--- src/rtl/psk_map_pkg.sv ---
package psk_map_pkg;

  typedef enum logic [1:0] {
    ORD_OQPSK  = 2'b00,
    ORD_8PSK   = 2'b01,
    ORD_16PSK  = 2'b10,
    ORD_16PSKX = 2'b11
  } psk_order_e;

  localparam int unsigned MAX_SYM_BITS = 4;
  localparam int unsigned SYM_CNT_W    = $clog2(MAX_SYM_BITS + 1);

  function automatic logic [SYM_CNT_W-1:0] bits_per_symbol(input logic [1:0] ord);
    logic [SYM_CNT_W-1:0] nb;
    case (ord)
      ORD_OQPSK: nb = SYM_CNT_W'(2);
      ORD_8PSK:  nb = SYM_CNT_W'(3);
      default:   nb = SYM_CNT_W'(4);
    endcase
    return nb;
  endfunction

endpackage

--- src/rtl/psk_reset_sync.sv ---
module psk_reset_sync (
  input  logic clk,
  input  logic rst_n,
  output logic rst_sync_n
);

  logic [1:0] stage_q;

  always_ff @(posedge clk or negedge rst_n) begin
    if (!rst_n) begin
      stage_q <= 2'b00;
    end else begin
      stage_q <= {stage_q[0], 1'b1};
    end
  end

  assign rst_sync_n = stage_q[1];

endmodule

--- src/rtl/psk_bit_gatherer.sv ---
module psk_bit_gatherer
  import psk_map_pkg::*;
#(
  parameter int unsigned RAIL_CNT = MAX_SYM_BITS
) (
  input  logic                 clk,
  input  logic                 rst_n,
  input  logic [1:0]           order_sel,
  input  logic                 bit_valid,
  input  logic                 bit_data,
  output logic                 ev_first,
  output logic                 ev_lead,
  output logic                 ev_done,
  output logic [RAIL_CNT-1:0]  ev_word,
  output logic [1:0]           ev_order
);

  localparam int unsigned CNT_W = (RAIL_CNT > 1) ? $clog2(RAIL_CNT) : 1;

  logic [CNT_W-1:0]    cnt_q, cnt_d;
  logic [RAIL_CNT-1:0] hold_q, hold_d;
  logic [1:0]          ord_q, ord_d;
  logic                at_first;
  logic [1:0]          ord_eff;
  logic [SYM_CNT_W-1:0] width_eff;
  logic [RAIL_CNT-1:0] merged;
  logic                at_last;

  always_comb begin
    at_first  = (cnt_q == '0);
    ord_eff   = at_first ? order_sel : ord_q;
    width_eff = bits_per_symbol(ord_eff);
    merged    = at_first ? '0 : hold_q;
    merged[cnt_q] = bit_data;
    at_last   = bit_valid && ((SYM_CNT_W'(cnt_q) + SYM_CNT_W'(1)) == width_eff);
  end

  always_comb begin
    cnt_d  = cnt_q;
    hold_d = hold_q;
    ord_d  = ord_q;
    if (bit_valid) begin
      hold_d = merged;
      if (at_first) begin
        ord_d = order_sel;
      end
      if (at_last) begin
        cnt_d = '0;
      end else begin
        cnt_d = cnt_q + 1'b1;
      end
    end
  end

  always_ff @(posedge clk or negedge rst_n) begin
    if (!rst_n) begin
      cnt_q  <= '0;
      hold_q <= '0;
      ord_q  <= ORD_OQPSK;
    end else begin
      cnt_q  <= cnt_d;
      hold_q <= hold_d;
      ord_q  <= ord_d;
    end
  end

  assign ev_first = bit_valid && at_first;
  assign ev_lead  = bit_valid && at_first && (ord_eff == ORD_OQPSK);
  assign ev_done  = at_last;
  assign ev_word  = merged;
  assign ev_order = ord_eff;

  assert_count_below_width_R2: assert property (@(posedge clk) disable iff (!rst_n)
    (cnt_q != '0) |-> (SYM_CNT_W'(cnt_q) < bits_per_symbol(ord_q)));

  assert_idle_holds_state_R10: assert property (@(posedge clk) disable iff (!rst_n)
    !bit_valid |=> ($stable(cnt_q) && $stable(ord_q)));

  assert_width_latched_R9: assert property (@(posedge clk) disable iff (!rst_n)
    (bit_valid && !at_first) |=> $stable(ord_q));

endmodule

--- src/rtl/psk_boundary_tracker.sv ---
module psk_boundary_tracker (
  input  logic clk,
  input  logic rst_n,
  input  logic bit_valid,
  input  logic cw_start,
  input  logic ev_first,
  input  logic ev_done,
  output logic ev_straddle
);

  logic seen_q, seen_d;

  always_comb begin
    seen_d = seen_q;
    if (bit_valid) begin
      if (ev_first || ev_done) begin
        seen_d = 1'b0;
      end else begin
        seen_d = seen_q | cw_start;
      end
    end
  end

  always_ff @(posedge clk or negedge rst_n) begin
    if (!rst_n) begin
      seen_q <= 1'b0;
    end else begin
      seen_q <= seen_d;
    end
  end

  assign ev_straddle = ev_done && !ev_first && (seen_q || cw_start);

  assert_flag_cleared_at_start_R7: assert property (@(posedge clk) disable iff (!rst_n)
    ev_first |=> !seen_q);

  assert_flag_ignores_idle_R7: assert property (@(posedge clk) disable iff (!rst_n)
    !bit_valid |=> $stable(seen_q));

endmodule

--- src/rtl/psk_rail_driver.sv ---
module psk_rail_driver
  import psk_map_pkg::*;
#(
  parameter int unsigned RAIL_CNT = MAX_SYM_BITS
) (
  input  logic                clk,
  input  logic                rst_n,
  input  logic                ev_lead,
  input  logic                ev_done,
  input  logic                ev_straddle,
  input  logic [RAIL_CNT-1:0] ev_word,
  input  logic [1:0]          ev_order,
  output logic [RAIL_CNT-1:0] rails,
  output logic                lead_stb,
  output logic                sym_valid,
  output logic                sym_straddle
);

  logic [RAIL_CNT-1:0]  rails_q, rails_d;
  logic                 lead_q, sym_q, strad_q;
  logic [SYM_CNT_W-1:0] width_ev;
  logic                 staggered;

  always_comb begin
    width_ev  = bits_per_symbol(ev_order);
    staggered = (ev_order == ORD_OQPSK);
    rails_d   = rails_q;
    if (ev_lead) begin
      rails_d[0] = ev_word[0];
    end
    if (ev_done) begin
      for (int i = 0; i < RAIL_CNT; i++) begin
        if (SYM_CNT_W'(i) >= width_ev) begin
          rails_d[i] = 1'b0;
        end else if (!(staggered && (i == 0))) begin
          rails_d[i] = ev_word[i];
        end
      end
    end
  end

  always_ff @(posedge clk or negedge rst_n) begin
    if (!rst_n) begin
      rails_q <= '0;
      lead_q  <= 1'b0;
      sym_q   <= 1'b0;
      strad_q <= 1'b0;
    end else begin
      rails_q <= rails_d;
      lead_q  <= ev_lead;
      sym_q   <= ev_done;
      strad_q <= ev_straddle;
    end
  end

  assign rails        = rails_q;
  assign lead_stb     = lead_q;
  assign sym_valid    = sym_q;
  assign sym_straddle = strad_q;

  assert_rails_hold_R6: assert property (@(posedge clk) disable iff (!rst_n)
    (!ev_lead && !ev_done) |=> $stable(rails_q));

  assert_sym_spacing_R11: assert property (@(posedge clk) disable iff (!rst_n)
    sym_q |=> !sym_q);

  assert_lead_sym_apart_R11: assert property (@(posedge clk) disable iff (!rst_n)
    !(lead_q && sym_q));

  assert_straddle_with_sym_R7: assert property (@(posedge clk) disable iff (!rst_n)
    strad_q |-> sym_q);

endmodule

--- src/rtl/psk_rail_mapper.sv ---
module psk_rail_mapper
  import psk_map_pkg::*;
#(
  parameter int unsigned RAIL_CNT = MAX_SYM_BITS
) (
  input  logic                clk,
  input  logic                rst_n,
  input  logic [1:0]          order_sel,
  input  logic                bit_valid,
  input  logic                bit_data,
  input  logic                cw_start,
  output logic [RAIL_CNT-1:0] rails,
  output logic                lead_stb,
  output logic                sym_valid,
  output logic                sym_straddle
);

  logic                rst_sync_n;
  logic                ev_first;
  logic                ev_lead;
  logic                ev_done;
  logic                ev_straddle;
  logic [RAIL_CNT-1:0] ev_word;
  logic [1:0]          ev_order;

  psk_reset_sync u_rst (
    .clk        (clk),
    .rst_n      (rst_n),
    .rst_sync_n (rst_sync_n)
  );

  psk_bit_gatherer #(.RAIL_CNT(RAIL_CNT)) u_gather (
    .clk       (clk),
    .rst_n     (rst_sync_n),
    .order_sel (order_sel),
    .bit_valid (bit_valid),
    .bit_data  (bit_data),
    .ev_first  (ev_first),
    .ev_lead   (ev_lead),
    .ev_done   (ev_done),
    .ev_word   (ev_word),
    .ev_order  (ev_order)
  );

  psk_boundary_tracker u_bound (
    .clk         (clk),
    .rst_n       (rst_sync_n),
    .bit_valid   (bit_valid),
    .cw_start    (cw_start),
    .ev_first    (ev_first),
    .ev_done     (ev_done),
    .ev_straddle (ev_straddle)
  );

  psk_rail_driver #(.RAIL_CNT(RAIL_CNT)) u_drive (
    .clk          (clk),
    .rst_n        (rst_sync_n),
    .ev_lead      (ev_lead),
    .ev_done      (ev_done),
    .ev_straddle  (ev_straddle),
    .ev_word      (ev_word),
    .ev_order     (ev_order),
    .rails        (rails),
    .lead_stb     (lead_stb),
    .sym_valid    (sym_valid),
    .sym_straddle (sym_straddle)
  );

  assert_lead_only_oqpsk_R6: assert property (@(posedge clk) disable iff (!rst_sync_n)
    ev_lead |-> (ev_order == ORD_OQPSK));

endmodule

--- config.mk ---
export PLATFORM = sky130hd
export DESIGN_NAME = psk_rail_mapper
export DESIGN_NICKNAME = d
export VERILOG_FILES = /design/src/rtl/psk_map_pkg.sv /design/src/rtl/psk_reset_sync.sv /design/src/rtl/psk_bit_gatherer.sv /design/src/rtl/psk_boundary_tracker.sv /design/src/rtl/psk_rail_driver.sv /design/src/rtl/psk_rail_mapper.sv
export SDC_FILE = /design/constraint.sdc
export NUM_CORES = 1
export LEC_CHECK = 0
export BUFFER_PORTS_ARGS = -buffer_cell sky130_fd_sc_hd__clkbuf_2
export CAP_MARGIN = 10
export CORE_AREA = 3 3 46 48
export DETAILED_ROUTE_END_ITERATION = 10
export DIE_AREA = 0 0 49 51
export PLACE_DENSITY = 0.76
export SKIP_LAST_GASP = 1
export SYNTH_ARGS = -nofsm -noshare
export SYNTH_HDL_FRONTEND = slang
export SYNTH_SLANG_ARGS = --single-unit
--- constraint.sdc ---
create_clock -name clk -period 1 [get_ports clk]
set_clock_uncertainty 0.2 [all_clocks]
set_input_delay 0.15 -clock clk [delete_from_list [all_inputs] [get_ports clk]]
set_output_delay 0.15 -clock clk [all_outputs]
set_load 0.005 [all_outputs]
==> flow_metrics.tcl <==
set metrics [dict create \
    finalHoldWorstSlack_ns -0.133 \
    vias 770 \
    grt_overflow 0 \
    first_global_vias 886 \
    clkSinkCount 18 \
    antenna_found_initial 0 \
    antenna_left 0 \
    reg2reg_depth 7 \
    finalMaxSlewViolations 0 \
    reg2reg_slack_ns -1.19 \
    cap_violations 0 \
    clockRootBuffer "clkbuf_4" \
    gp_congestion 0.839 \
    rows 15 \
    viasPerCell 5.17 \
    die_x_microns 49 \
    finalSetupViolations 23 \
    max_freq_ghz 0.456 \
    final_design_area_no_fill_sq_um 1420 \
    violations "negative hold slack, negative setup slack" \
    slowest_stage "or3b_1" \
    drt_iter0_drc 7 \
    fin_ws_ns -1.19 \
    grt_use_total_pct 23.7 \
    critical-path-top-delay-family "simple AND/OR/NAND/NOR gates" \
    regArea_sq_um 450 \
    crit_path_start_kind "flip-flop" \
    r2r-end "u_drive.rails[2]$_DFFE_PN0P_" \
    ctsHoldBuffers 3 \
    seq_area_frac_synth_pct 50.2 \
    vdd_drop_max_uv 2240 \
    diodes 0 \
    place_hpwl_microns 1530 \
    status "finished with violations" \
    synth_top_area_share_pct 50.2 \
    yosys_warnings 0 \
    period_needed_ns 2.19 \
    core_sq_um 1750 \
    htreeDepth 1 \
    finalCritPeriodShare_pct 219 \
    clock_path_buffers 2 \
    nFillCells 113 \
    multiInputGateArea_sq_um 557 \
    hold_violations 4 \
    grt_start_max_net_pins 17 \
    path_depth 7 \
    yosys.area.top_type "dfrtp_1" \
    drc 0 \
    synth_seq_cells 18 \
    cp-endpoint "u_drive.rails[2]$_DFFE_PN0P_" \
    rsz0062_at_grt "true" \
    crit_fanout 3 \
    place_area_sq_um 1130 \
    num_io_pins 14 \
    synth.net_count 88 \
    die_area_sq_um 2500 \
    die_y_microns 51 \
    finalNetCount 136 \
    tns_ns -15.55 \
    clk_latency_ns 0.30 \
    synthTopCellsByArea "dfrtp_1 50%, mux2_2 10%, ha_1 5.6%" \
    synth_cell_types 32 \
    p_per_area_nw_per_um2 3210 \
    path_cells "inv_2 -> ha_4 -> or3b_1 -> and3_4 -> nor3_4 -> buf_4 -> mux2_4" \
    drive_gt1_share_pct 59.7 \
    area_growth_pct 58.0 \
    crit_arrival_ns 2.19 \
    cts_buffers 3 \
    p_leak_nw 0.688 \
    final_cells 149 \
    syn_area_sq_um 897 \
    start_util_pct 51.4 \
    required_ns 1.00 \
    first_pass_iters 4 \
    path_class "flip-flop to flip-flop" \
    r2r-start "u_gather.cnt_q[1]$_DFFE_PN0P_" \
    crit_path_start "u_gather.cnt_q[1]$_DFFE_PN0P_" \
    critical_path_buf_inv_count 2 \
    drt_wl_total_microns 2560 \
    endpoint_kind "flip-flop" \
    detail_route.wl_per_cell_microns 17.2 \
    critical_path.max_stage_delay_ns 0.42 \
    syn_avg_cell_area_sq_um 11.7 \
    grt_pass1_wl_microns 4280 \
    cts_tree "done" \
    clk_pin_slew_ns 0.11 \
    synthCells 77 \
    port_buffers 13 \
    holdCritPathClass "primary input to async pin" \
    place_inst 128 \
]
==> Yosys cell counts <==
cell,instances
a22oi_1,1
dfrtp_1,18
nand2_1,4
a211oi_1,1
xnor2_1,1
and3_4,1
nor2_1,7
nor2b_1,1
o32ai_1,1
clkbuf_1,1
a21o_1,1
mux2i_1,3
or4_1,1
a32o_1,1
nor3_1,1
a211o_1,1
nand2b_1,2
conb_1,1
o211ai_1,1
nor3_4,1
o21ai_0,2
buf_1,1
buf_6,1
ha_1,4
nand3b_1,3
mux2_2,8
a21oi_1,3
inv_1,2
a31oi_1,1
or3b_1,1
nor3b_1,1
nor4bb_1,1
==> per-stage QoR <==
| stage | power, mW | setup slack [ns] | hold WS [ns] | util (%) |
|---|---|---|---|---|
| 2_1_floorplan | 2.43 | -1.27 | -0.346 | - |
| 3_3_place_gp | 2.99 | -1.13 | -0.264 | 64.8 |
| 3_5_place_dp | 3.10 | -1.19 | -0.260 | 64.8 |
| 4_1_cts | 4.29 | -1.16 | -0.0484 | 78.8 |
| 5_1_grt | 4.84 | -1.26 | -0.0918 | 81.2 |
| 6_report | 4.55 | -1.19 | -0.133 | 81.2 |
==> where the power goes <==
group          internal (mW)  switching [mW]  total [mW]  leakage, nW
clock                  0.222           0.239       0.461       0.0210
combinational           1.68            1.18        2.87        0.443
sequential              1.01           0.207        1.22        0.224
total                   2.92            1.63        4.55        0.688
==> cells in the final DEF (no fill, tap or decap), types with 2 or more instances in the layout <==
cell            n
buf_4          28
buf_6           4
clkbuf_2       12
clkbuf_4        3
dfrtp_1        18
dlygate4sd3_1   2
ha_1            2
inv_2           2
mux2_4          8
nand2_1         3
nand3b_1        3
nor2_1          6
==> per-layer routing <==
layer	track usage (%)	up-vias	part of all wire [%]
met5	0	-	0
met4	9.95	0	0.90
met1	25.3	377	42
met3	4.66	4	4.2
li1	-	365	-
met2	45.2	24	53
==> repair_timing <==
| action | in CTS | in global routing |
|---|---|---|
| pin swaps | 4 | 8 |
| gates resized for setup | 21 | 9 |
| endpoints found under the hold margin | 21 | 3 |
| buffers inserted | 12 | 7 |
| setup endpoints to repair | 23 | 25 |
==> flip-flops by register name, indices dropped and copies added (netlist names) <==
name,cells
u_gather.cnt_q,2
u_drive.rails,4
u_drive.sym_straddle,1
u_bound.seen_q,1
u_drive.lead_stb,1
u_gather.hold_q,4
u_gather.ord_q,2
u_drive.sym_valid,1
u_rst.stage_q,2
==> area by class of cell <==
cell class / count / share of cell area, %
inverter: 2 / 0.530
tap: 25 / 2.21
multi-input combinational: 54 / 39.3
sequential: 18 / 31.8
clock buffer: 4 / 2.56
timing repair buffer: 46 / 23.7
==> cell families after synthesis <==
kind of cell             after synthesis  synth area share (%)
adder cells (fa/ha/maj)                4                  5.58
XOR/XNOR                               1                 0.976
other                                  1                 0.418
AO/OA/AOI/OAI                         13                  9.90
flip-flops                            18                  50.2
AND/OR/NAND/NOR                       24                  16.6
multiplexers                          11                  13.4
buffers and inverters                  5                  2.93
==> how the worst min path moves through the flow <==
| stage | from | end | slack, ns | cells past startpoint |
|---|---|---|---|---|
| after global routing | rst_n | u_rst.stage_q[0]$_DFF_PN0_ | -0.09 | 1 |
| after CTS | order_sel[0] | u_drive.lead_stb$_DFF_PN0_ | -0.05 | 3 |
| after floorplan | rst_n | u_rst.stage_q[0]$_DFF_PN0_ | -0.35 | 0 |
| final | rst_n | u_rst.stage_q[0]$_DFF_PN0_ | -0.13 | 1 |
| after detailed placement | rst_n | u_rst.stage_q[1]$_DFF_PN0_ | -0.26 | 1 |
| after global placement | rst_n | u_rst.stage_q[1]$_DFF_PN0_ | -0.26 | 1 |
Power figures use the tool's default switching activity.
